### config.mk
export PLATFORM = sky130hd
export DESIGN_NAME = shf_unit
export DESIGN_NICKNAME = d
export VERILOG_FILES = /design/src/rtl/shf_pkg.sv /design/src/rtl/shf_amount_sel.sv /design/src/rtl/shf_core.sv /design/src/rtl/shf_flags.sv /design/src/rtl/shf_unit.sv
export SDC_FILE = /design/constraint.sdc
export NUM_CORES = 1
export LEC_CHECK = 0
export ABC_AREA = 1
export BUFFER_PORTS_ARGS = -buffer_cell sky130_fd_sc_hd__buf_2
export CORE_AREA = 2 2 97 99
export CTS_CLUSTER_SIZE = 14
export DETAILED_ROUTE_END_ITERATION = 10
export DIE_AREA = 0 0 99 101
export GPL_TIMING_DRIVEN = 0
export PLACE_DENSITY = 0.79
export SETUP_SLACK_MARGIN = 0.15
export SLEW_MARGIN = 20
export SYNTH_ARGS = -nofsm -noshare
export SYNTH_HDL_FRONTEND = slang
export SYNTH_SLANG_ARGS = --single-unit
### constraint.sdc
create_clock -name clk_i -period 1.4 [get_ports clk_i]
set_clock_uncertainty 0.15 [all_clocks]
set_input_delay 0 -clock clk_i [delete_from_list [all_inputs] [get_ports clk_i]]
set_output_delay 0 -clock clk_i [all_outputs]
set_load 0.02 [all_outputs]
### src/rtl/shf_pkg.sv
package shf_pkg;
  typedef enum logic [1:0] {
    SHF_LSL     = 2'b00,
    SHF_LSR     = 2'b01,
    SHF_LSL_ALT = 2'b10,
    SHF_ASR     = 2'b11
  } shf_op_e;

  function automatic logic op_is_right(logic [1:0] op);
    return op[0];
  endfunction

  function automatic logic op_is_arith(logic [1:0] op);
    return op[0] & op[1];
  endfunction
endpackage

### src/rtl/shf_amount_sel.sv
module shf_amount_sel #(
  parameter int W     = 32,
  parameter int AMT_W = $clog2(W)
) (
  input  logic             use_imm_i,
  input  logic [AMT_W-1:0] imm_i,
  input  logic [W-1:0]     rs_i,
  output logic [AMT_W-1:0] amt_o
);
  always_comb amt_o = use_imm_i ? imm_i : rs_i[AMT_W-1:0];
endmodule

### src/rtl/shf_core.sv
module shf_core #(
  parameter int W     = 32,
  parameter int AMT_W = $clog2(W)
) (
  input  logic [W-1:0]     operand_i,
  input  logic [AMT_W-1:0] amt_i,
  input  logic             right_i,
  input  logic             arith_i,
  output logic [W-1:0]     result_o,
  output logic             cy_o
);
  localparam int EW = W + 1;

  // one guard slot catches the last bit shifted out
  logic [EW-1:0] stg [0:AMT_W];
  logic          fill;

  always_comb begin
    fill   = arith_i & operand_i[W-1];
    stg[0] = right_i ? {operand_i, 1'b0} : {1'b0, operand_i};
  end

  for (genvar k = 0; k < AMT_W; k++) begin : g_stage
    localparam int D = 1 << k;
    always_comb begin
      if (!amt_i[k])     stg[k+1] = stg[k];
      else if (right_i)  stg[k+1] = {{D{fill}}, stg[k][EW-1:D]};
      else               stg[k+1] = {stg[k][EW-1-D:0], {D{1'b0}}};
    end
  end

  always_comb begin
    if (right_i) begin
      result_o = stg[AMT_W][EW-1:1];
      cy_o     = stg[AMT_W][0];
    end else begin
      result_o = stg[AMT_W][W-1:0];
      cy_o     = stg[AMT_W][W];
    end
  end
endmodule

### src/rtl/shf_flags.sv
module shf_flags #(
  parameter int W = 32
) (
  input  logic [W-1:0] result_i,
  output logic         z_o,
  output logic         s_o
);
  always_comb begin
    z_o = ~|result_i;
    s_o = result_i[W-1];
  end
endmodule

### src/rtl/shf_unit.sv
module shf_unit #(
  parameter int WIDTH = 32,
  localparam int AMT_W = $clog2(WIDTH)
) (
  input  logic             clk_i,
  input  logic             rst_ni,
  input  logic [1:0]       op_i,
  input  logic             use_imm_i,
  input  logic [AMT_W-1:0] imm_i,
  input  logic [WIDTH-1:0] rs_i,
  input  logic [WIDTH-1:0] operand_i,
  output logic [WIDTH-1:0] result_o,
  output logic             flag_z_o,
  output logic             flag_s_o,
  output logic             flag_cy_o,
  output logic             flag_ov_o
);
  import shf_pkg::*;

  logic [AMT_W-1:0] amt;
  logic [WIDTH-1:0] res_d;
  logic             cy_d, z_d, s_d;
  logic             past_ok;

  shf_amount_sel #(.W(WIDTH), .AMT_W(AMT_W)) u_sel (
    .use_imm_i(use_imm_i), .imm_i(imm_i), .rs_i(rs_i), .amt_o(amt)
  );

  shf_core #(.W(WIDTH), .AMT_W(AMT_W)) u_core (
    .operand_i(operand_i), .amt_i(amt),
    .right_i(op_is_right(op_i)), .arith_i(op_is_arith(op_i)),
    .result_o(res_d), .cy_o(cy_d)
  );

  shf_flags #(.W(WIDTH)) u_flags (.result_i(res_d), .z_o(z_d), .s_o(s_d));

  always_ff @(posedge clk_i or negedge rst_ni) begin
    if (!rst_ni) begin
      result_o  <= '0;
      flag_z_o  <= 1'b0;
      flag_s_o  <= 1'b0;
      flag_cy_o <= 1'b0;
      past_ok   <= 1'b0;
    end else begin
      result_o  <= res_d;
      flag_z_o  <= z_d;
      flag_s_o  <= s_d;
      flag_cy_o <= cy_d;
      past_ok   <= 1'b1;
    end
  end

  assign flag_ov_o = 1'b0;

  assert_zero_flag_R8: assert property (@(posedge clk_i) disable iff (!rst_ni)
    past_ok |-> (flag_z_o == (result_o == '0)));

  assert_sign_flag_R8: assert property (@(posedge clk_i) disable iff (!rst_ni)
    past_ok |-> (flag_s_o == result_o[WIDTH-1]));

  assert_zero_amt_R7: assert property (@(posedge clk_i) disable iff (!rst_ni)
    (past_ok && amt == '0) |=> (result_o == $past(operand_i) && !flag_cy_o));

  assert_sign_fill_R3: assert property (@(posedge clk_i) disable iff (!rst_ni)
    (past_ok && op_i == SHF_ASR && operand_i[WIDTH-1]) |=> result_o[WIDTH-1]);

  assert_zero_fill_R2: assert property (@(posedge clk_i) disable iff (!rst_ni)
    (past_ok && op_i == SHF_LSR && amt != '0) |=> !result_o[WIDTH-1]);
endmodule

==> impl_metrics.ini <==
[logic_synthesis]
synth.distinct_cells = 27
ys_warn_count = 0
synth_top_area_share_pct = 48.1
synth_edf_count = 0
synth-seq-area-share_pct = 17.8
async_flop_share_pct = 100
syn_inst = 961
synth_fp_nets = 1035
synthTopCellsByArea = nand2_1 48%, dfrtp_1 18%, nand3_1 14%, buf_2 2.6%, nand4_1 2.2%
synth_top_cell_by_area = nand2_1
synth-seq-cells = 34
ys.flop_type = dfrtp_1
synth.most_common_cell = nand2_1
syn_avg_cell_area_um2 = 4.97
netlist_top_cells_count = 612 x nand2_1, 133 x nand3_1, 34 x dfrtp_1
syn_area_um2 = 4770

[drt]
drt_iter0_markers = 1260
routedWlPerCell_um = 17.7
dr.pass1.iters = 8
num_vias = 7440
ant_nets = 0
routed_via_density = 6.21
wl_um = 21200
drc = 0

[finish]
drive_gt1_share_pct = 48.6
nets = 1160
n_fill_cell = 599
areaGrowthSynthToFinish_pct = 56.4
antenna_cells = 0

[cts]
h-tree-depth = 2
clk_pin_slew_ns = 0.08
cts_num_sinks = 34
cts_root_buf = clkbuf_8
numCtsBuffers = 5
cts_tree = built
cts_buffer_depth = 2

[placement]
place.gp.congestion = 1.11
dp_hpwl_um = 13500
port_buffers = 79

[setup_path]
startpoint_type = primary input
cp.arrival_ns = 2.14
critPathMaxFanout = 7
path_class = in -> reg
cp_data_required_time_ns = 1.49
endpoint_kind = flip-flop

[die]
fp.dieH_um = 101
dieArea_um2 = 10000
die_w_um = 99
num_io_pins = 110
rows = 35
start_util_pct = 53.2
core_um2 = 8980

[sta]
timing.final.crit_share_pct = 147
slew_violations = 0
post-route-min-period_ns = 2.06
final.setup.worst_slack_ns = -0.656
fmax_ghz = 0.486
worstMarginPinSlew_ns = 0.716
maxSlewHeadroom_pct = 52.3
hold_violations = 0
finalSetupViolations = 34
final.setup.tns_ns = -8.79
rsz0062_at_grt = true

[grt]
grt_first_pass_wirelength_um = 30400
grt_pass1_vias = 6391
grt_overflow_total = 0
grt_max_degree = 35
antenna_found_initial = 0
grtUsageTotal_pct = 37.4

[pwr]
max-vdd-ir-drop_v = 0.000788
powerDensity_nw_per_um2 = 804
finalPower_mw = 6.00
p_leak_nw = 4.31

[job]
drv_cap = 0

[status]
status = finished with violations
violations = setup timing

[worst_hold_path]
worst_hold_path_type = in -> reg
## cells in the final DEF, fill, tap and decap left out, types with 2 or more instances in the layout
master     netlist  routed
dfrtp_1         34      34
inv_2            2       3
clkbuf_2         0       9
nor2_4           2       5
bufinv_16        0       2
nand2_4          0      27
nand3_1        133      55
a21oi_1         14       3
buf_12           0       3
nand3_4          0      27
nor2_1          27      20
o21ai_1          1       3
nand4_1         17      17
buf_2           25      82
a21boi_2         0       2
o21ai_2          0       9
a21oi_4          0       2
inv_1           22      20
buf_4            5      36
nand2_2          6     202
clkbuf_1        15       7
buf_1            8       2
inv_8            0       2
o21ai_0         15       5
clkbuf_4         0       3
buf_8            0       8
nand3_2          6      57
o211ai_1         2       2
buf_6            5      22
nand2_1        612     389
a21oi_2          0       9
clkbuf_8         0       5
nor2_2           1       5
## critical path: stages
cell and delay [ns]:
buf_12 0.10, inv_8 0.04, nand2_2 0.07, nand2_4 0.10, buf_4 0.18, nand2_1 0.08, nand2_2 0.11, nand2_1 0.10
nand3_2 0.11, nand2_2 0.10, nand2_2 0.09, a21oi_4 0.17, nand2_4 0.09, a21oi_2 0.14, a21oi_2 0.09, nor2_1 0.17
nand2_1 0.08, nor2_1 0.14, nand2_2 0.09, nor2_2 0.10
## kinds of logic after synthesis
family / synth area share [%]
compound gates: 4.12
buf+inv: 8.63
flops: 17.8
other cells: 0.0786
simple gates: 69.4
## layout make-up
type,count,area [µm²],share of cell area (%)
Sequential cell,34,851,11.4
Timing Repair Buffer,117,776,10.4
Inverter,27,120,1.61
Buffer,58,502,6.72
Tap cell,111,139,1.86
Multi-Input combinational cell,843,4940,66.2
Clock inverter,3,68.8,0.922
Clock buffer,5,68.8,0.922
## worst paths after layout
path,to,from,cells past startpoint,slack (ns)
max,flag_z_o,use_imm_i,20,-0.66
min,result_o[0],rs_i[4],6,0.12
max in group asynchronous,result_o[2],rst_ni,2,0.52
min in group asynchronous,flag_z_o,rst_ni,2,0.13
## state kept, by name, indices dropped and copies added (netlist names)
register / cells
flag_z_o: 1
flag_cy_o: 1
flag_s_o: 1
result_o: 31
## what timing repair did
item	CTS	global route
endpoints found under the hold margin	35	0
endpoints found under the setup margin	34	34
gates cloned	5	1
resized for setup	220	218
buffers inserted	24	8
hold buffers	1	0
pin swaps	74	56
## through the flow
stage / setup slack, ns / hold slack, ns / cells / area (µm²) / util, %
global placement: -1.04 / -0.0718 / 1151 / 5530 / 61.6
CTS: -0.494 / -0.00799 / 1189 / 6670 / 74.3
finish: -0.656 / 0.123 / 1198 / 7470 / 83.2
detailed placement: -1.06 / -0.0661 / 1151 / 5530 / 61.6
global route: -0.788 / 0.171 / 1198 / 7470 / 83.2
floorplan: -0.473 / -0.446 / 961 / 5000 / -
## routing by layer
layer | up-vias | routed length [µm] | global-route usage [%]
met4 | 0 | 1090 | 11.7
met3 | 164 | 3030 | 11.2
met5 | - | 0 | 0
met2 | 605 | 9110 | 56.7
li1 | 3297 | - | -
met1 | 3374 | 7940 | 51.1
## where the power goes
| group | switching (mW) | internal (mW) |
|---|---|---|
| sequential | 0.0287 | 1.12 |
| clock | 0.393 | 0.714 |
| combinational | 2.46 | 1.29 |
| total | 2.88 | 3.12 |
Power figures use the tool's default switching activity.
